`config.mk`:
```
export PLATFORM = sky130hd
export DESIGN_NAME = frame_status_ctrl
export DESIGN_NICKNAME = d
export VERILOG_FILES = /design/src/rtl/fsq_pkg.sv /design/src/rtl/fsq_ring.sv /design/src/rtl/fsq_datapath.sv /design/src/rtl/fsq_control.sv /design/src/rtl/frame_status_ctrl.sv
export SDC_FILE = /design/constraint.sdc
export NUM_CORES = 1
export LEC_CHECK = 0
export BUFFER_PORTS_ARGS = -buffer_cell sky130_fd_sc_hd__buf_4
export CORE_ASPECT_RATIO = 1.25
export CORE_MARGIN = 10
export CORE_UTILIZATION = 36
export CTS_CLUSTER_DIAMETER = 120
export DETAILED_ROUTE_END_ITERATION = 7
export PLACE_DENSITY_LB_ADDON = 0.05
export SLEW_MARGIN = 20
export SYNTH_ARGS = -nofsm -noshare
export SYNTH_HDL_FRONTEND = slang
export SYNTH_SLANG_ARGS = --single-unit
```
`constraint.sdc`:
```
create_clock -name clk -period 4.8 [get_ports clk]
set_input_delay 0.72 -clock clk [delete_from_list [all_inputs] [get_ports clk]]
set_output_delay 0.72 -clock clk [all_outputs]
set_load 0.02 [all_outputs]
```
`src/rtl/fsq_pkg.sv`:
```
package fsq_pkg;
  typedef enum logic [1:0] {
    IRQ_OFF     = 2'd0,
    IRQ_FIRST   = 2'd1,
    IRQ_ALL     = 2'd2,
    IRQ_SPECIAL = 2'd3
  } irqMode_t;

  typedef enum logic [1:0] {
    SEL_DATA   = 2'd0,
    SEL_CNT_LO = 2'd1,
    SEL_CNT_HI = 2'd2,
    SEL_STATUS = 2'd3
  } rdSel_t;

  typedef enum logic [1:0] {
    LK_OPEN   = 2'd0,
    LK_HELD   = 2'd1,
    LK_FROZEN = 2'd2
  } lockState_t;

  typedef struct packed {
    logic dataPush;
    logic dataPop;
    logic qPush;
    logic qPop;
    logic qOvfSet;
    logic clrSticky;
  } strobes_t;
endpackage

```
`src/rtl/fsq_ring.sv`:
```
module fsq_ring #(
  parameter int WIDTH = 8,
  parameter int DEPTH = 8
) (
  input  logic             clk,
  input  logic             rstN,
  input  logic             push,
  input  logic             pop,
  input  logic [WIDTH-1:0] wrData,
  output logic [WIDTH-1:0] rdData,
  output logic             empty,
  output logic             full
);
  localparam int PW = (DEPTH > 1) ? $clog2(DEPTH) : 1;
  localparam int CW = $clog2(DEPTH + 1);

  logic [WIDTH-1:0] mem [DEPTH];
  logic [PW-1:0] wrPtr, rdPtr;
  logic [CW-1:0] count;

  function automatic logic [PW-1:0] nextPtr(input logic [PW-1:0] p);
    return (p == PW'(DEPTH - 1)) ? '0 : p + 1'b1;
  endfunction

  always_ff @(posedge clk) begin
    if (push) mem[wrPtr] <= wrData;
  end

  always_ff @(posedge clk) begin
    if (!rstN) begin
      wrPtr <= '0;
      rdPtr <= '0;
      count <= '0;
    end else begin
      if (push) wrPtr <= nextPtr(wrPtr);
      if (pop)  rdPtr <= nextPtr(rdPtr);
      case ({push, pop})
        2'b10:   count <= count + 1'b1;
        2'b01:   count <= count - 1'b1;
        default: count <= count;
      endcase
    end
  end

  assign rdData = mem[rdPtr];
  assign empty  = (count == '0);
  assign full   = (count == CW'(DEPTH));

  AST_RING_PUSH_ROOM: assert property (@(posedge clk) disable iff (!rstN)
    push |-> !full);
  AST_RING_POP_DATA: assert property (@(posedge clk) disable iff (!rstN)
    pop |-> !empty);
endmodule

```
`src/rtl/fsq_datapath.sv`:
```
module fsq_datapath
  import fsq_pkg::*;
#(
  parameter int DATA_DEPTH  = 8,
  parameter int QUEUE_DEPTH = 10,
  parameter int CNT_W       = 14
) (
  input  logic       clk,
  input  logic       rstN,
  input  strobes_t   strobes,
  input  logic       inValid,
  input  logic [7:0] inByte,
  input  logic       inEof,
  input  logic       inCrcErr,
  input  logic       cfgQueueEn,
  input  logic [1:0] rdSel,
  output logic [7:0] rdValue,
  output logic       headEof,
  output logic       headCrc,
  output logic       dataEmpty,
  output logic       dataFull,
  output logic       qEmpty,
  output logic       qFull
);
  localparam int DW = 8 + 2;
  localparam int QW = CNT_W + 2;

  logic [DW-1:0] dataHead;
  logic [QW-1:0] qHead;
  logic [CNT_W-1:0] liveCnt, cntSel;
  logic overrun, qOvf, useQ;
  logic [1:0] statBits;

  fsq_ring #(.WIDTH(DW), .DEPTH(DATA_DEPTH)) u_dataRing (
    .clk(clk), .rstN(rstN),
    .push(strobes.dataPush), .pop(strobes.dataPop),
    .wrData({inEof, inCrcErr, inByte}), .rdData(dataHead),
    .empty(dataEmpty), .full(dataFull)
  );

  fsq_ring #(.WIDTH(QW), .DEPTH(QUEUE_DEPTH)) u_statRing (
    .clk(clk), .rstN(rstN),
    .push(strobes.qPush), .pop(strobes.qPop),
    .wrData({1'b1, inCrcErr, liveCnt + 1'b1}), .rdData(qHead),
    .empty(qEmpty), .full(qFull)
  );

  always_ff @(posedge clk) begin
    if (!rstN) begin
      liveCnt <= '0;
      overrun <= 1'b0;
      qOvf    <= 1'b0;
    end else begin
      if (inValid) liveCnt <= inEof ? '0 : liveCnt + 1'b1;
      if (inValid && dataFull) overrun <= 1'b1;
      else if (strobes.clrSticky) overrun <= 1'b0;
      if (strobes.qOvfSet) qOvf <= 1'b1;
      else if (strobes.clrSticky) qOvf <= 1'b0;
    end
  end

  assign headEof  = dataHead[DW-1];
  assign headCrc  = dataHead[DW-2];
  assign useQ     = cfgQueueEn && !qEmpty;
  assign cntSel   = useQ ? qHead[CNT_W-1:0] : liveCnt;
  assign statBits = useQ ? qHead[QW-1:QW-2]
                  : (dataEmpty ? 2'b00 : {headEof, headCrc});

  always_comb begin
    case (rdSel_t'(rdSel))
      SEL_DATA:   rdValue = dataEmpty ? 8'h00 : dataHead[7:0];
      SEL_CNT_LO: rdValue = cntSel[7:0];
      SEL_CNT_HI: rdValue = 8'(cntSel >> 8);
      default:    rdValue = {statBits, overrun, qOvf, 4'b0000};
    endcase
  end

  AST_COUNT_RESTART: assert property (@(posedge clk) disable iff (!rstN)
    (inValid && inEof) |=> (liveCnt == '0));
  AST_QOVF_STICKY: assert property (@(posedge clk) disable iff (!rstN)
    (qOvf && !strobes.clrSticky) |=> qOvf);
  AST_OVERRUN_STICKY: assert property (@(posedge clk) disable iff (!rstN)
    (overrun && !strobes.clrSticky) |=> overrun);
endmodule

```
`src/rtl/fsq_control.sv`:
```
module fsq_control
  import fsq_pkg::*;
(
  input  logic       clk,
  input  logic       rstN,
  input  logic       inValid,
  input  logic       inEof,
  input  logic       cfgQueueEn,
  input  logic [1:0] cfgIrqMode,
  input  logic       cmdErrReset,
  input  logic       cmdResetIus,
  input  logic       rdStrobe,
  input  logic [1:0] rdSel,
  input  logic       headEof,
  input  logic       headCrc,
  input  logic       dataEmpty,
  input  logic       dataFull,
  input  logic       qEmpty,
  input  logic       qFull,
  output strobes_t   strobes,
  output logic       irq
);
  irqMode_t   mode;
  lockState_t lockState;
  logic statusRead, dataRead, exemptEof, headSpecial, headEofAvail, lockable;
  logic eofIrq, eofTaken, firstArmed, firstPend;

  assign mode         = irqMode_t'(cfgIrqMode);
  assign statusRead   = rdStrobe && (rdSel_t'(rdSel) == SEL_STATUS);
  assign dataRead     = rdStrobe && (rdSel_t'(rdSel) == SEL_DATA);
  assign exemptEof    = cfgQueueEn && (mode == IRQ_SPECIAL);
  assign headSpecial  = !dataEmpty && (headCrc || (headEof && !exemptEof));
  assign headEofAvail = !dataEmpty && headEof && !headCrc && exemptEof;
  assign lockable     = (mode == IRQ_FIRST) || (mode == IRQ_SPECIAL);

  always_comb begin
    strobes.dataPush  = inValid && !dataFull;
    strobes.dataPop   = dataRead && !dataEmpty && (lockState != LK_FROZEN);
    strobes.qPush     = inValid && inEof && cfgQueueEn && !qFull;
    strobes.qOvfSet   = inValid && inEof && cfgQueueEn && qFull;
    strobes.qPop      = statusRead && cfgQueueEn && !qEmpty;
    strobes.clrSticky = cmdErrReset;
  end

  always_ff @(posedge clk) begin
    if (!rstN) begin
      lockState <= LK_OPEN;
    end else if (cmdErrReset) begin
      lockState <= LK_OPEN;
    end else begin
      case (lockState)
        LK_OPEN:   if (statusRead && lockable && headSpecial) lockState <= LK_HELD;
        LK_HELD:   if (strobes.dataPop) lockState <= LK_FROZEN;
        default:   lockState <= LK_FROZEN;
      endcase
    end
  end

  always_ff @(posedge clk) begin
    if (!rstN) begin
      eofIrq     <= 1'b0;
      eofTaken   <= 1'b0;
      firstArmed <= 1'b1;
      firstPend  <= 1'b0;
    end else begin
      if (strobes.dataPop) eofTaken <= 1'b0;
      else if (headEofAvail) eofTaken <= 1'b1;

      if (headEofAvail && !eofTaken && !strobes.dataPop) eofIrq <= 1'b1;
      else if (cmdResetIus) eofIrq <= 1'b0;

      if (cmdErrReset) firstArmed <= 1'b1;
      else if (strobes.dataPush && mode == IRQ_FIRST) firstArmed <= 1'b0;

      if (strobes.dataPush && firstArmed && mode == IRQ_FIRST) firstPend <= 1'b1;
      else if (cmdResetIus) firstPend <= 1'b0;
    end
  end

  assign irq = (mode != IRQ_OFF) &&
               ((headSpecial && lockState == LK_OPEN) || eofIrq ||
                (mode == IRQ_ALL && !dataEmpty) ||
                (mode == IRQ_FIRST && firstPend));

  AST_FROZEN_HOLDS: assert property (@(posedge clk) disable iff (!rstN)
    (lockState == LK_FROZEN && !cmdErrReset) |=> (lockState == LK_FROZEN));
  AST_ALL_NEVER_LOCKS: assert property (@(posedge clk) disable iff (!rstN)
    (lockState == LK_OPEN && mode == IRQ_ALL) |=> (lockState == LK_OPEN));
  AST_EOF_IRQ_HOLD: assert property (@(posedge clk) disable iff (!rstN)
    (eofIrq && !cmdResetIus) |=> eofIrq);
  AST_ERR_RESET_OPENS: assert property (@(posedge clk) disable iff (!rstN)
    cmdErrReset |=> (lockState == LK_OPEN));
endmodule

```
`src/rtl/frame_status_ctrl.sv`:
```
module frame_status_ctrl
  import fsq_pkg::*;
#(
  parameter int DATA_DEPTH  = 8,
  parameter int QUEUE_DEPTH = 10,
  parameter int CNT_W       = 14
) (
  input  logic       clk,
  input  logic       rstN,
  input  logic       inValid,
  input  logic [7:0] inByte,
  input  logic       inEof,
  input  logic       inCrcErr,
  input  logic       cfgQueueEn,
  input  logic [1:0] cfgIrqMode,
  input  logic       cmdErrReset,
  input  logic       cmdResetIus,
  input  logic       rdStrobe,
  input  logic [1:0] rdSel,
  output logic [7:0] rdValue,
  output logic       irq
);
  strobes_t strobes;
  logic headEof, headCrc, dataEmpty, dataFull, qEmpty, qFull;

  fsq_control u_control (
    .clk(clk), .rstN(rstN), .inValid(inValid), .inEof(inEof),
    .cfgQueueEn(cfgQueueEn), .cfgIrqMode(cfgIrqMode),
    .cmdErrReset(cmdErrReset), .cmdResetIus(cmdResetIus),
    .rdStrobe(rdStrobe), .rdSel(rdSel),
    .headEof(headEof), .headCrc(headCrc), .dataEmpty(dataEmpty),
    .dataFull(dataFull), .qEmpty(qEmpty), .qFull(qFull),
    .strobes(strobes), .irq(irq)
  );

  fsq_datapath #(
    .DATA_DEPTH(DATA_DEPTH), .QUEUE_DEPTH(QUEUE_DEPTH), .CNT_W(CNT_W)
  ) u_datapath (
    .clk(clk), .rstN(rstN), .strobes(strobes),
    .inValid(inValid), .inByte(inByte), .inEof(inEof), .inCrcErr(inCrcErr),
    .cfgQueueEn(cfgQueueEn), .rdSel(rdSel), .rdValue(rdValue),
    .headEof(headEof), .headCrc(headCrc), .dataEmpty(dataEmpty),
    .dataFull(dataFull), .qEmpty(qEmpty), .qFull(qFull)
  );
endmodule

```
Yosys cells after proc, flatten, opt, wreduce, memory -nomap -nowiden --
Memories as Yosys holds them, arrays and structs flattened. A register that Yosys moved wholly into a read port is not among the register bits. Cells that the tools add are included.
Cells by class: bitwise logic cells 1, add/sub/neg operators 9, reductions and logical operators 57, equal/unequal tests 20, mux-type cells 29
Operator list (number):
- logical AND 1 bit | 30
- two-way mux 14 bit | 2
- case mux 8 bit (3 select lines) | 1
- adder 4 x 1 -> 4 bit (second input constant) | 4
- equality test 4 bit (second input constant) | 4
- two-way mux 4 bit | 4
- case mux 4 bit (2 select lines) | 2
- adder 14 x 1 -> 14 bit (second input constant) | 1
- nonzero test 2 bit | 7
- equality test 2 bit (second input constant) | 6
- two-way mux 3 bit | 4
- equality test 2 x 1 -> 1 bit (second input constant) | 5
- two-way mux 1 bit | 10
- logical NOT 1 bit | 8
- logical NOT 4 bit | 2
- two-way mux 2 bit | 4
- two-way mux 8 bit | 1
- subtractor 4 x 1 -> 4 bit (second input constant) | 2
- adder 3 x 1 -> 3 bit (second input constant) | 2
- equality test 3 bit (second input constant) | 2
- logical OR 1 bit | 5
- logical NOT 2 bit | 2
- inequality test 2 x 1 -> 1 bit (second input constant) | 2
- case mux 2 bit (2 select lines) | 1
- other kinds (4) | 5
Word-level totals: memories 2, memory bits (writable) 230, output and inout bits 9, input port bits 21, register bits 44
Memories:
- u_datapath.u_statRing.mem | depth 10, bits a word 15, rd ports 1, clocked after memory_dff 1, wr ports 1, line fsq_ring.sv:17 | logic [WIDTH-1:0] mem [DEPTH];
- u_datapath.u_dataRing.mem | depth 8, bits a word 10, rd ports 1, clocked after memory_dff 1, wr ports 1, line fsq_ring.sv:17

Longest topological paths before layout --
Gate-level depths: netlist of run 1.
depth in word-level cells 11, depth in mapped cells 12, mapped depth without buffers 11

Hierarchy --
A second synthesis of run 1 with hierarchy kept.
Unflattened totals: cell total of the unflattened synthesis 818, area total of the unflattened synthesis 12552.0 µm²
By module, submodules not included:
- fsq_ring at u_datapath.u_statRing | cells each 416, times used 1, sequential area each 5124.9 µm², area each 7074.3 µm²
- fsq_ring at u_datapath.u_dataRing | cells each 189, times used 1, sequential area each 2662.6 µm², area each 3756.1 µm²
- fsq_datapath | cells each 169, times used 1, sequential area each 320.3 µm², area each 1358.8 µm²
- fsq_control | cells each 44, times used 1, sequential area each 120.1 µm², area each 362.8 µm²

Least setup slack after synthesis of run 1 --
No wires, ideal clock.
path kind input to register, start point input inValid, end point memory u_datapath.u_statRing.mem[4][0] in the netlist's numbering (enable), setup slack 1.497 ns, path buffers 1, arrival 2.877 ns, setup time 0.426 ns, stages 4, cell sequence clkbuf_1 -> and3_1 -> nand2_1 -> nor4_1
On the way: cells in the longest elaborated chain, start to end 5
RTL lines:
- start: declaration | line frame_status_ctrl.sv:10 | input logic inValid,
- logical AND 1 bit (3 in series) | line fsq_control.sv:39 | strobes.qPush = inValid && inEof && cfgQueueEn && !qFull;
- two-way mux 1 bit | line fsq_ring.sv:26 | if (push) mem[wrPtr] <= wrData;
- two-way mux 1 bit (implied by the code) | line fsq_ring.sv:26
- end: declaration | line fsq_ring.sv:17
No other way between the ends.

==> results of run 1 <==
## power by group
group	total (W)	switching, W	internal (W)	leakage, nW
Sequential	0.00267	0.0000244	0.00265	2.54
Combinational	0.000228	0.000135	0.0000933	1.51
Clock	0.00236	0.000935	0.00142	0.484
Total	0.00526	0.00109	0.00416	4.54
## final cells by class
class	count	area (sq um)	area share, %
multi-input cells	414	3690	27.1
well taps	412	515	3.79
flip-flops and latches	281	7930	58.3
inverters	11	41.3	0.304
repair buffers	56	420	3.09
clock inverters	23	265	1.95
clock buffers	31	733	5.39
## through the flow
stage,hold WS (ns),cells,setup slack (ns),power (W)
after floorplan,0.440,741,1.50,0.00285
after global placement,0.456,1174,1.27,0.00295
after detailed placement,0.477,1174,1.25,0.00296
after CTS,0.366,1228,0.634,0.00532
after global routing,0.385,1228,0.509,0.00544
final,0.395,1228,0.688,0.00526
## registers in the layout, summed over array words and instances, names as in the netlist, named ones only
name and cells:
u_control.eofIrq 1, u_control.eofTaken 1, u_control.firstArmed 1, u_control.firstPend 1, u_control.lockState 2, u_datapath.liveCnt 14, u_datapath.overrun 1, u_datapath.qOvf 1
u_datapath.u_dataRing.count 4, u_datapath.u_dataRing.mem 80, u_datapath.u_dataRing.rdPtr 3, u_datapath.u_dataRing.wrPtr 3, u_datapath.u_statRing.count 4, u_datapath.u_statRing.mem 150, u_datapath.u_statRing.rdPtr 4, u_datapath.u_statRing.wrPtr 4
## per-layer routing
layer | vias to the layer above | global-route usage [%] | wire, microns | part of all wire (%)
met3 | 42 | 2.16 | 1290 | 4.5
li1 | 3008 | - | - | -
met5 | - | 0 | 0 | 0
met4 | 0 | 4.40 | 696 | 2.4
met2 | 131 | 24.4 | 14400 | 51
met1 | 3360 | 17.4 | 12100 | 42
## cells in the mapped netlist (4+ instances only)
| master | n |
|---|---|
| sky130_fd_sc_hd__mux2i_1 | 26 |
| sky130_fd_sc_hd__ha_1 | 11 |
| sky130_fd_sc_hd__buf_2 | 8 |
| sky130_fd_sc_hd__xor2_1 | 14 |
| sky130_fd_sc_hd__nand3b_1 | 5 |
| sky130_fd_sc_hd__a21oi_1 | 24 |
| sky130_fd_sc_hd__clkbuf_1 | 22 |
| sky130_fd_sc_hd__nor2_1 | 24 |
| sky130_fd_sc_hd__a31oi_1 | 4 |
| sky130_fd_sc_hd__nor3_1 | 19 |
| sky130_fd_sc_hd__xnor2_1 | 10 |
| sky130_fd_sc_hd__mux4_1 | 4 |
| sky130_fd_sc_hd__nand2b_1 | 6 |
| sky130_fd_sc_hd__mux4_2 | 46 |
| sky130_fd_sc_hd__nor2b_1 | 39 |
| sky130_fd_sc_hd__nor4_1 | 10 |
| sky130_fd_sc_hd__a21boi_0 | 11 |
| sky130_fd_sc_hd__or3_1 | 4 |
| sky130_fd_sc_hd__inv_1 | 10 |
| sky130_fd_sc_hd__nor3b_1 | 4 |
| sky130_fd_sc_hd__dfxtp_1 | 51 |
| sky130_fd_sc_hd__and2_1 | 12 |
| sky130_fd_sc_hd__and3b_1 | 4 |
| sky130_fd_sc_hd__o21ai_0 | 18 |
| sky130_fd_sc_hd__and3_1 | 9 |
| sky130_fd_sc_hd__nand2_1 | 33 |
| sky130_fd_sc_hd__mux2_2 | 15 |
| sky130_fd_sc_hd__edfxtp_1 | 230 |
| sky130_fd_sc_hd__nand3_1 | 15 |
| sky130_fd_sc_hd__nand4_1 | 5 |
## kinds of logic (layout without fill, tap and decap cells)
kind of cell             count (synthesis)  after routing
flip-flops                             281            281
adder cells (fa/ha/maj)                 11             11
XOR/XNOR                                24             24
buffers and inverters                   46            121
multiplexers                            91             91
AO/OA/AOI/OAI                           95             95
AND/OR/NAND/NOR                        193            193
## critical path: stages (launching register included)
cell and delay (ns):
sky130_fd_sc_hd__dfxtp_1 0.98, sky130_fd_sc_hd__buf_4 0.30, sky130_fd_sc_hd__mux4_2 0.50, sky130_fd_sc_hd__mux2i_1 0.32, sky130_fd_sc_hd__o221ai_1 0.26, sky130_fd_sc_hd__a211o_1 0.30, sky130_fd_sc_hd__buf_4 0.16
## final timing paths
check                                                                   end  slack (ns)  cells past startpoint
worst max-delay path                                             rdValue[3]        0.69                      6
worst min-delay path              u_datapath.u_dataRing.mem[1][2]$_DFFE_PP_        0.40                      1
worst max register to register  u_datapath.u_dataRing.count[2]$_SDFFE_PN0P_        1.76                     10
worst min register to register            u_control.firstArmed$_SDFFE_PP1P_        0.48                      2
==> results.txt, run 1 <==
----------------------------------------------------
[Cells and area]
  Final nets ... 825
  Most common cell after layout, fill and taps aside ... sky130_fd_sc_hd__edfxtp_1
  Layout overhead on the synthesized area ... 15.7%
  Commonest non-fill, non-tap cells in the layout ... sky130_fd_sc_hd__edfxtp_1 (230), sky130_fd_sc_hd__buf_4 (56), sky130_fd_sc_hd__dfxtp_1 (50)
  Post-layout util ... a little over two fifths
  FILL cells ... slightly below 3000
  Antenna Diode Count ... 0
  Final std cell area, no fill ... 13600 sq um
  Share of final-layout standard cells stronger than drive strength 1 ... 21.6%

[Worst setup path]
  Startpoint of the worst-slack reg-to-reg timing path ... u_datapath.u_dataRing.count[1]$_SDFFE_PN0P_
  Worst-path maximum fanout ... 15
  Arrival time worst endpoint ... 3.39 ns
  Critical path required time ... 4.08 ns
  Setup crit end kind ... output port
  Path type of the worst setup path ... flop to output port
  Sort of element at the start of the critical path ... flop

[Clock tree]
  CTS-repair resized insts ... 0
  Clock sinks ... 281
  Root Buffer ... sky130_fd_sc_hd__clkbuf_16
  Clock slew at the register clock pins of the worst setup and hold paths ... 0.06 ns
  Clock H-tree levels ... 1
  CTS Buffer Depth ... 3
  Post-CTS Setup Repair Bufs ... 0
  Number of buffers created by CTS ... 29
  TritonCTS clock tree ... done
  Worst skew pair latency ... between 0.5 and 0.6 ns
  Cts hold-fix bufs ... 0

[Timing]
  Number of hold violations in the final report ... 0
  Portion of the clock cycle consumed by the worst path in the final layout ... roughly 86%
  RSZ-0062 raised after global routing ... false
  TNS Setup ... 0 ns
  Pin slew with the least headroom to its limit ... 1.03 ns
  Final setup fails ... 0
  Count of final max-slew check failures ... 0
  Tightest slew margin relative to the limit ... between 30% and 40%
  Achievable Freq ... between 0.2 and 0.25 GHz
  Clock skew ... ~0.017 ns
  Min cycle time layout ... 4.11 ns

[Yosys]
  Post-synth top flop ... sky130_fd_sc_hd__edfxtp_1
  Mux share of post-synthesis cell area ... 13.4%
  Async S/R FF share, synth ... 0%
  Simple-gate share of the synthesized area ... 8.96%
  Share of the synthesized area in compound gates (AO/OA/AOI/OAI) ... between 5 and 6%
  Cell area after technology mapping ... 11700 sq um
  Count of mapped cells out of synthesis ... between 700 and 800
  Top cell type's share of synthesized area ... 58.8%
  Number of flops mapped to enable cells by yosys ... 230
  Total of flip-flops plus latches after synthesis ... ~280
  Number of distinct library cell variants in the gate-level netlist after synthesis ... 62
  Synth Area in XOR/XNOR ... 1.79%
  Main combinational cell family by area after synthesis ... multiplexers
  Area leader, netlist ... sky130_fd_sc_hd__edfxtp_1
  Most area-consuming cells after synthesis ... sky130_fd_sc_hd__edfxtp_1 (59%), sky130_fd_sc_hd__mux4_2 (8.8%), sky130_fd_sc_hd__dfxtp_1 (8.7%)
  Post-synthesis area per instance ... ~16 sq um
  Seq/Total Area, Yosys ... about two thirds
  Yosys warning count ... 0
  Synth Area in Adders ... approximately 1.2%
  Syn Nets ... 773

[Place]
  Weighted congestion reported at the end of routability-driven placement ... 0.836
  Placed Area ... 12600 sq um
  Post-DP HPWL ... 18.9 mm
  Port Buffer Count ... 29

[Global routing]
  Largest net degree at the start of global routing ... 45
  Number of antenna violations at the first check in global routing ... 0
  Overall Global Routing Usage ... between 10 and 15%
  Via count of the first global-routing pass ... 7163
  Wire length of the first global-routing pass ... 44.1 mm
  Residual overflow from global routing ... 0

[Route]
  DR WL/cell ... 23.1 microns
  Ratio of routed vias to standard cells ... 5.33
  Post-route DRC ... 0
  Detailed Routing Iterations Pass 1 ... 5
  Count of antenna-violating nets left after detailed routing ... 0
  Number of DRC markers in iteration 0 ... 478
  Total via count in the routed design ... between 6000 and 7000
  Wire length after detailed routing ... 28.4 mm

[Floorplanning]
  Die Y ... 222 microns
  Area inside the core boundary ... between 30000 and 40000 sq um
  Overall die area ... 40300 sq um
  Effective utilization at floorplan ... 36.7%
  Die span in x ... approximately 180 microns
  Row cnt ... 73
  Number of top-level pins ... 30

[Min path]
  Worst min path class ... input port to flop
  Launch instance of the worst min-delay path ... inByte[2]

[Power]
  Peak supply drop ... 268 uV
  Leakage component of the power ... 4.54 nW
  Total power per unit cell area ... 387 nW/um^2

[Outcome]
  Outcome ... finished, final reports clean

[Flow run]
  Maxcap violations ... 0

----------------------------------------------------
No activity file was read; power rests on OpenSTA's default activity.
==> run 2: changes to the inputs <==
--- a/config.mk
+++ b/config.mk
@@ -9,10 +9,11 @@
 export CORE_ASPECT_RATIO = 1.25
 export CORE_MARGIN = 10
 export CORE_UTILIZATION = 36
-export CTS_CLUSTER_DIAMETER = 120
+export CTS_CLUSTER_DIAMETER = 100
 export DETAILED_ROUTE_END_ITERATION = 7
 export PLACE_DENSITY_LB_ADDON = 0.05
 export SLEW_MARGIN = 20
 export SYNTH_ARGS = -nofsm -noshare
 export SYNTH_HDL_FRONTEND = slang
 export SYNTH_SLANG_ARGS = --single-unit
+export TNS_END_PERCENT = 20
==> constraint.sdc (replaced) <==
create_clock -name clk -period 5.3 [get_ports clk]
set_input_delay 0.795 -clock clk [delete_from_list [all_inputs] [get_ports clk]]
set_output_delay 0.795 -clock clk [all_outputs]
set_load 0.02 [all_outputs]
==> run 2 against run 1 <==
  * Largest cell class unchanged
  * Non-clock buffer count is 1 lower
  * Worst hold slack better by 0.065 ns
  * Sequential cell count is the same
==> results.txt, run 2 (synthesis results as in run 1) <==
----------------------------------------------------
[Timing]
  Post-Route Hold Slack ... 0.460 ns (was 0.395 ns)
  Portion of the clock cycle consumed by the worst path in the final layout ... 78.6%
  Tightest slew margin relative to the limit ... 27.7% (was 31.5%)
  Pin slew with the least headroom to its limit ... 1.08 ns (was 1.03 ns)
  Number of hold violations in the final report ... 0 (unchanged)
  TNS Setup ... 0 ns (unchanged)
  Min cycle time layout ... 4.17 ns
  Final setup fails ... 0 (unchanged)
  RSZ-0062 raised after global routing ... false (unchanged)
  Count of final max-slew check failures ... 0 (unchanged)
  Clock skew ... 0.0142 ns (was 0.0172 ns)
  Achievable Freq ... 0.240 GHz

[Worst setup path]
  Path type of the worst setup path ... flop to output port (unchanged)
  Number of cells on the worst reg-to-reg path ... 10 (unchanged)
  Sort of element at the start of the critical path ... flop (unchanged)
  Worst-path maximum fanout ... 13 (was 15)
  Startpoint of the worst-slack reg-to-reg timing path ... u_datapath.u_dataRing.count[0]$_SDFFE_PN0P_ (was u_datapath.u_dataRing.count[1]$_SDFFE_PN0P_)
  Critical path required time ... 4.51 ns (was 4.08 ns)
  Arrival time worst endpoint ... 3.37 ns (was 3.39 ns)
  Setup crit end ... irq (was rdValue[3])
  Slack of the worst reg-to-reg path ... 2.19 ns (was 1.76 ns)
  Endpoint of the most critical register-to-register path ... u_datapath.u_dataRing.count[2]$_SDFFE_PN0P_ (unchanged)
  Setup crit end kind ... output port (unchanged)

[Route]
  Wire length after detailed routing ... 28.5 mm (was 28.4 mm)
  Total via count in the routed design ... 6585 (was 6541)
  Count of antenna-violating nets left after detailed routing ... 0 (unchanged)
  DR WL/cell ... 23.2 microns (was 23.1 microns)
  Post-route DRC ... 0 (unchanged)
  Ratio of routed vias to standard cells ... 5.36 (was 5.33)
  Number of DRC markers in iteration 0 ... 279 (was 478)
  Detailed Routing Iterations Pass 1 ... 5 (unchanged)

[Clock tree]
  Clock slew at the register clock pins of the worst setup and hold paths ... 0.06 ns (about the same)
  Cts hold-fix bufs ... 0 (unchanged)
  Worst skew pair latency ... 0.57 ns (was 0.56 ns)
  Root Buffer ... sky130_fd_sc_hd__clkbuf_16 (unchanged)
  CTS Buffer Depth ... 3 (unchanged)
  CTS-repair resized insts ... 0 (unchanged)
  Clock H-tree levels ... 1 (unchanged)
  Clock sinks ... 281 (unchanged)
  Post-CTS Setup Repair Bufs ... 0 (unchanged)
  TritonCTS clock tree ... done (unchanged)
  Number of buffers created by CTS ... 30 (was 29)

[Power]
  Leakage component of the power ... 4.50 nW (was 4.54 nW)
  Total power consumption of the routed design ... 0.00462 W (was 0.00526 W)
  Total power per unit cell area ... 341 nW/um^2 (was 387 nW/um^2)
  Peak supply drop ... 243 uV (was 268 uV)

[Floorplanning]
  Row cnt ... 73 (unchanged)
  Number of top-level pins ... 30 (unchanged)
  Die span in x ... 182 microns (unchanged)
  Effective utilization at floorplan ... 36.7% (unchanged)
  Area inside the core boundary ... 32000 sq um (unchanged)
  Overall die area ... 40300 sq um (unchanged)
  Die Y ... 222 microns (unchanged)

[Place]
  Post-DP HPWL ... 18.6 mm (was 18.9 mm)
  Port Buffer Count ... 29 (unchanged)
  Weighted congestion reported at the end of routability-driven placement ... 0.779 (was 0.836)

[Global routing]
  Largest net degree at the start of global routing ... 45 (unchanged)
  Via count of the first global-routing pass ... 7076 (was 7163)
  Overall Global Routing Usage ... 13.9% (was 14.0%)
  Residual overflow from global routing ... 0 (unchanged)
  Wire length of the first global-routing pass ... 43.4 mm (was 44.1 mm)
  Number of antenna violations at the first check in global routing ... 0 (unchanged)

[Cells and area]
  Leading registers by flop count ... u_datapath.u_statRing.mem x150, u_datapath.u_dataRing.mem x80, u_datapath.liveCnt x14 (unchanged)
  Multi-input gate area in the final layout ... 3690 sq um (unchanged)
  Area of all sequential standard cells ... 7930 sq um (unchanged)
  Share of final-layout standard cells stronger than drive strength 1 ... 21.3% (was 21.6%)
  Most common cell after layout, fill and taps aside ... sky130_fd_sc_hd__edfxtp_1 (unchanged)
  Antenna Diode Count ... 0 (unchanged)
  Commonest non-fill, non-tap cells in the layout ... sky130_fd_sc_hd__edfxtp_1 (230), sky130_fd_sc_hd__buf_4 (54), sky130_fd_sc_hd__dfxtp_1 (50) (was sky130_fd_sc_hd__edfxtp_1 (230), sky130_fd_sc_hd__buf_4 (56), sky130_fd_sc_hd__dfxtp_1 (50))
  FILL cells ... 2931 (was 2898)
  Layout overhead on the synthesized area ... 15.2% (was 15.7%)
  Reg with most FFs ... u_datapath.u_statRing.mem (unchanged)
  Final nets ... 825 (unchanged)
  Max reg flops ... 150 (unchanged)

[Min path]
  Worst min path class ... input port to flop (unchanged)

[Outcome]
  Outcome ... finished, final reports clean (unchanged)

[Flow run]
  Maxcap violations ... 0 (unchanged)

----------------------------------------------------
run 2: cell types whose count changed in the layout (fill, tap and decap cells not counted), sizes merged:
cell and change:
buf -1, bufinv -4, clkbuf +1, clkinv +5
clkinvlp +1, inv -1
run 2: worst max-delay path, stage by stage, from the launching register on:
cell	delay, ns
sky130_fd_sc_hd__dfxtp_1	0.78
sky130_fd_sc_hd__buf_4	0.34
sky130_fd_sc_hd__mux4_2	0.53
sky130_fd_sc_hd__mux2_2	0.33
sky130_fd_sc_hd__a41oi_1	0.23
sky130_fd_sc_hd__nor4_1	0.11
sky130_fd_sc_hd__o32a_1	0.31
sky130_fd_sc_hd__buf_4	0.16
run 2: per-stage QoR:
| step | utilization [%] | setup slack, ns | instance area, sq um | std cells |
|---|---|---|---|---|
| 5_1_grt | 42.3 | 0.913 | 13500 | 1229 |
| 2_1_floorplan | - | 1.92 | 11700 | 741 |
| 4_1_cts | 42.3 | 1.05 | 13500 | 1229 |
| 3_3_place_gp | 39.4 | 1.69 | 12600 | 1172 |
| 3_5_place_dp | 39.4 | 1.66 | 12600 | 1173 |
| 6_report | 42.3 | 1.13 | 13500 | 1229 |
run 2: worst min path at each step:
stage	cells past startpoint	slack, ns	end	start
3_5_place_dp	2	0.46	u_control.firstArmed$_SDFFE_PP1P_	u_control.firstArmed$_SDFFE_PP1P_
3_3_place_gp	2	0.46	u_control.firstArmed$_SDFFE_PP1P_	u_control.firstArmed$_SDFFE_PP1P_
5_1_grt	1	0.45	u_datapath.u_dataRing.mem[2][1]$_DFFE_PP_	inByte[1]
4_1_cts	1	0.43	u_datapath.u_dataRing.mem[1][7]$_DFFE_PP_	inByte[7]
2_1_floorplan	2	0.44	u_control.firstArmed$_SDFFE_PP1P_	u_control.firstArmed$_SDFFE_PP1P_
6_report	1	0.46	u_datapath.u_dataRing.mem[1][7]$_DFFE_PP_	inByte[7]
run 2: routing by layer:
| metal | track usage (%) | vias up | share of wire (%) |
|---|---|---|---|
| li1 | - | 3012 | - |
| met1 | 17.1 | 3407 | 43 |
| met2 | 24.2 | 128 | 51 |
| met3 | 2.32 | 38 | 4.1 |
| met4 | 4.30 | 0 | 2.2 |
| met5 | 0 | - | 0 |
run 2: area by class of cell:
type,count,share of cell area (%)
well taps,412,3.81
repair buffers,55,3.11
clock buffers,32,5.60
flip-flops and latches,281,58.6
multi-input cells,414,27.3
clock inverters,24,1.31
inverters,11,0.305
run 2: power by group:
group	total [W]	switching (W)	leakage, nW	internal, W
clock	0.00199	0.000865	0.451	0.00113
combinational	0.000210	0.000125	1.51	0.0000848
sequential	0.00242	0.0000219	2.54	0.00240
==> run 3: changes to the inputs <==
--- a/config.mk
+++ b/config.mk
@@ -5,6 +5,7 @@
 export SDC_FILE = /design/constraint.sdc
 export NUM_CORES = 1
 export LEC_CHECK = 0
+export ABC_AREA = 1
 export BUFFER_PORTS_ARGS = -buffer_cell sky130_fd_sc_hd__buf_4
 export CORE_ASPECT_RATIO = 1.25
 export CORE_MARGIN = 10
==> constraint.sdc (replaced) <==
create_clock -name clk -period 3.6 [get_ports clk]
set_input_delay 0.54 -clock clk [delete_from_list [all_inputs] [get_ports clk]]
set_output_delay 0.54 -clock clk [all_outputs]
set_load 0.02 [all_outputs]
==> run 3 against run 2 <==
  * Synthesized cell count rose by 48%
  * Setup slack got worse by 0.58 ns
  * Sequential cell count did not move
  * Worst hold slack got worse by 0.27 ns
  * Die area rose by 0.83%
  * Critical path depth rose by 2
  * Global-route usage rose by 0.62 points
  * Clock-buffer cell count rose by 4
  * Critical path type unchanged
  * Largest cell class unchanged
  * Largest power group unchanged
  * Highest routed layer unchanged
==> results.txt, run 3 <==
----------------------------------------------------
[Power]
  Total power per unit cell area ... 505 nW/um^2 (was 341 nW/um^2)
  Peak supply drop ... 351 uV (was 243 uV)
  Leakage component of the power ... 4.78 nW (was 4.50 nW)

[Cells and area]
  Antenna Diode Count ... 0 (unchanged)
  FILL cells ... 3178 (was 2931)
  Area of all sequential standard cells ... 7930 sq um (about the same)
  Most common cell after layout, fill and taps aside ... sky130_fd_sc_hd__edfxtp_1 (unchanged)
  Multi-input gate area in the final layout ... 3400 sq um (was 3690 sq um)
  Share of final-layout standard cells stronger than drive strength 1 ... 10.8% (was 21.3%)
  Max reg flops ... 150 (unchanged)
  Final std cell area, no fill ... 13500 sq um (about the same)
  Commonest non-fill, non-tap cells in the layout ... sky130_fd_sc_hd__edfxtp_1 (230), sky130_fd_sc_hd__nor2_1 (213), sky130_fd_sc_hd__nand2_1 (116) (was sky130_fd_sc_hd__edfxtp_1 (230), sky130_fd_sc_hd__buf_4 (54), sky130_fd_sc_hd__dfxtp_1 (50))
  Layout overhead on the synthesized area ... 14.0% (was 15.2%)
  Leading registers by flop count ... u_datapath.u_statRing.mem x150, u_datapath.u_dataRing.mem x80, u_datapath.liveCnt x14 (unchanged)
  Reg with most FFs ... u_datapath.u_statRing.mem (unchanged)
  Final nets ... 1166 (was 825)

[Clock tree]
  Post-CTS Setup Repair Bufs ... 0 (unchanged)
  Clock H-tree levels ... 1 (unchanged)
  CTS Buffer Depth ... 3 (unchanged)
  TritonCTS clock tree ... done (unchanged)
  Clock slew at the register clock pins of the worst setup and hold paths ... 0.06 ns (about the same)
  CTS-repair resized insts ... 0 (unchanged)
  Clock sinks ... 281 (unchanged)
  Root Buffer ... sky130_fd_sc_hd__clkbuf_16 (unchanged)
  Cts hold-fix bufs ... 0 (unchanged)
  Number of buffers created by CTS ... 30 (unchanged)
  Worst skew pair latency ... 0.58 ns (was 0.57 ns)

[Worst setup path]
  Worst-path maximum fanout ... 58 (was 13)
  Critical path required time ... 3.06 ns (was 4.51 ns)
  Endpoint of the most critical register-to-register path ... u_datapath.u_dataRing.count[2]$_SDFFE_PN0P_ (unchanged)
  Slack of the worst reg-to-reg path ... 1.25 ns (was 2.19 ns)
  Startpoint of the worst-slack reg-to-reg timing path ... u_datapath.u_dataRing.count[0]$_SDFFE_PN0P_ (unchanged)
  Number of cells on the worst reg-to-reg path ... 11 (was 10)
  Path type of the worst setup path ... flop to output port (unchanged)
  Sort of element at the start of the critical path ... flop (unchanged)
  Arrival time worst endpoint ... 2.50 ns (was 3.37 ns)
  Setup crit end kind ... output port (unchanged)

[Floorplanning]
  Effective utilization at floorplan ... 36.4% (was 36.7%)
  Overall die area ... 40600 sq um (was 40300 sq um)
  Die Y ... 223 microns (was 222 microns)
  Area inside the core boundary ... 32600 sq um (was 32000 sq um)
  Number of top-level pins ... 30 (unchanged)
  Die span in x ... 182 microns (about the same)
  Row cnt ... 74 (was 73)

[Yosys]
  Yosys warning count ... 0 (unchanged)
  Post-synth top flop ... sky130_fd_sc_hd__edfxtp_1 (unchanged)
  Seq/Total Area, Yosys ... 66.9% (was 67.5%)
  Syn Nets ... 1125 (was 773)
  Post-synthesis area per instance ... 10.8 sq um (was 15.9 sq um)
  Number of flops mapped to enable cells by yosys ... 230 (unchanged)
  Top cell type's share of synthesized area ... 58.3% (was 58.8%)
  Total of flip-flops plus latches after synthesis ... 281 (unchanged)
  Count of mapped cells out of synthesis ... 1093 (was 741)
  Number of distinct library cell variants in the gate-level netlist after synthesis ... 41 (was 62)
  Area leader, netlist ... sky130_fd_sc_hd__edfxtp_1 (unchanged)
  Cell area after technology mapping ... 11900 sq um (was 11700 sq um)
  Async S/R FF share, synth ... 0% (unchanged)
  Most area-consuming cells after synthesis ... sky130_fd_sc_hd__edfxtp_1 (58%), sky130_fd_sc_hd__dfxtp_1 (8.6%), sky130_fd_sc_hd__nor2_1 (6.9%) (was sky130_fd_sc_hd__edfxtp_1 (59%), sky130_fd_sc_hd__mux4_2 (8.8%), sky130_fd_sc_hd__dfxtp_1 (8.7%))
  List of most frequent post-synthesis cells ... sky130_fd_sc_hd__edfxtp_1 (230), sky130_fd_sc_hd__nor2_1 (219), sky130_fd_sc_hd__nand2_1 (116) (was sky130_fd_sc_hd__edfxtp_1 (230), sky130_fd_sc_hd__dfxtp_1 (51), sky130_fd_sc_hd__mux4_2 (46))
  Most common cell in the synthesized netlist ... sky130_fd_sc_hd__edfxtp_1 (unchanged)

[Route]
  Detailed Routing Iterations Pass 1 ... 5 (unchanged)
  Count of antenna-violating nets left after detailed routing ... 0 (unchanged)
  Post-route DRC ... 0 (unchanged)
  Number of DRC markers in iteration 0 ... 476 (was 279)
  DR WL/cell ... 19.1 microns (was 23.2 microns)
  Total via count in the routed design ... 7899 (was 6585)
  Ratio of routed vias to standard cells ... 5.01 (was 5.36)
  Wire length after detailed routing ... 30.1 mm (was 28.5 mm)

[Place]
  Weighted congestion reported at the end of routability-driven placement ... 0.762 (was 0.779)
  Placed Area ... 12600 sq um (about the same)
  Port Buffer Count ... 29 (unchanged)
  Post-DP HPWL ... 18.6 mm (about the same)

[Timing]
  Count of final max-slew check failures ... 0 (unchanged)
  TNS Setup ... 0 ns (unchanged)
  Number of hold violations in the final report ... 0 (unchanged)
  Portion of the clock cycle consumed by the worst path in the final layout ... 84.5%
  Tightest slew margin relative to the limit ... 30.3% (was 27.7%)
  RSZ-0062 raised after global routing ... false (unchanged)
  Min cycle time layout ... 3.04 ns
  Final setup fails ... 0 (unchanged)
  Pin slew with the least headroom to its limit ... 1.04 ns (was 1.08 ns)
  Achievable Freq ... around 0.33 GHz
  Clock skew ... 0.0225 ns (was 0.0142 ns)

[Min path]
  Worst hold path stage count ... 2 (was 1)
  End point of the most critical hold path ... u_datapath.liveCnt[0]$_SDFFE_PN0P_ (was u_datapath.u_dataRing.mem[1][7]$_DFFE_PP_)
  Worst min path class ... input port to flop (unchanged)
  Launch instance of the worst min-delay path ... inValid (was inByte[7])

[Flow run]
  Maxcap violations ... 0 (unchanged)

[Outcome]
  Outcome ... finished, final reports clean (unchanged)

[Global routing]
  Wire length of the first global-routing pass ... 46.3 mm (was 43.4 mm)
  Overall Global Routing Usage ... 14.5% (was 13.9%)
  Residual overflow from global routing ... 0 (unchanged)
  Largest net degree at the start of global routing ... 76 (was 45)
  Via count of the first global-routing pass ... 7982 (was 7076)
  Number of antenna violations at the first check in global routing ... 0 (unchanged)

----------------------------------------------------
-- run 3: cell types whose count changed after synthesis, sizes merged, moves of 26 or more --
cell,delta
nand3,+43
nor2,+199
mux4,-50
nor2b,-39
nand2,+83
mux2i,-26
a21oi,+28
inv,+65
o21ai,+114
o211ai,+30
-- run 3: worst max path at each step --
| stage | from | end |
|---|---|---|
| after floorplan | inEof | u_datapath.u_statRing.mem[2][0]$_DFFE_PP_ |
| after global placement | inValid | u_datapath.u_dataRing.count[2]$_SDFFE_PN0P_ |
| after detailed placement | inValid | u_datapath.u_dataRing.count[2]$_SDFFE_PN0P_ |
| after CTS | flop | rdValue[3] |
| after global routing | flop | irq |
| final | flop | rdValue[6] |
-- run 3: cells by family (layout without fill, tap and decap cells) --
| group | after synthesis | count (layout) | synth area share (%) |
|---|---|---|---|
| adders and majority gates | 11 | 11 | 1.16 |
| AOI/OAI and AO/OA | 239 | 239 | 11.4 |
| DFF | 281 | 281 | 66.9 |
| and+or+nand+nor | 419 | 419 | 14.6 |
| buffers and inverters | 126 | 191 | 4.62 |
| xor gates and xnor gates | 17 | 17 | 1.32 |
-- run 3: critical path: stages, from the launching register on --
cell and delay (ns):
sky130_fd_sc_hd__dfxtp_2 0.34, sky130_fd_sc_hd__inv_2 0.30, sky130_fd_sc_hd__buf_12 0.31, sky130_fd_sc_hd__nor2_1 0.07, sky130_fd_sc_hd__o211ai_1 0.18, sky130_fd_sc_hd__nand3_1 0.11
sky130_fd_sc_hd__nand2_1 0.19, sky130_fd_sc_hd__nand3_1 0.09, sky130_fd_sc_hd__nand2_1 0.13, sky130_fd_sc_hd__buf_4 0.16
-- run 3: power breakdown --
part	total [W]	switching (W)	leakage, nW	internal [W]
registers	0.00357	0.0000231	2.46	0.00354
logic	0.000390	0.000269	1.88	0.000122
clock network	0.00287	0.00127	0.437	0.00160
total	0.00682	0.00156	4.78	0.00526
-- run 3: cell type report --
| class | instances | share of cell area (%) |
|---|---|---|
| flip-flops and latches | 281 | 58.7 |
| multi-input cells | 686 | 25.2 |
| clock buffers | 36 | 5.72 |
| well taps | 418 | 3.87 |
| repair buffers | 59 | 3.46 |
| inverters | 76 | 2.11 |
| clock inverters | 20 | 0.954 |
-- run 3: metal layers --
metal	vias to the layer above	global-route usage (%)	part of all wire, %
met2	112	26.0	51
met4	0	4.36	2.1
met3	42	1.81	2.9
met5	-	0	0
met1	3834	17.6	44
li1	3911	-	-
-- run 3: stage by stage --
step                hold WS [ns]  util (%)  setup slack [ns]  std cells  total power (W)
floorplan                  0.419         -              1.25       1093          0.00387
global placement           0.429      38.7              1.05       1520          0.00403
detailed placement         0.439      38.7             0.960       1520          0.00403
CTS                        0.159      41.5             0.460       1576          0.00693
global route               0.174      41.5             0.365       1576          0.00708
finish                     0.186      41.5             0.559       1576          0.00682
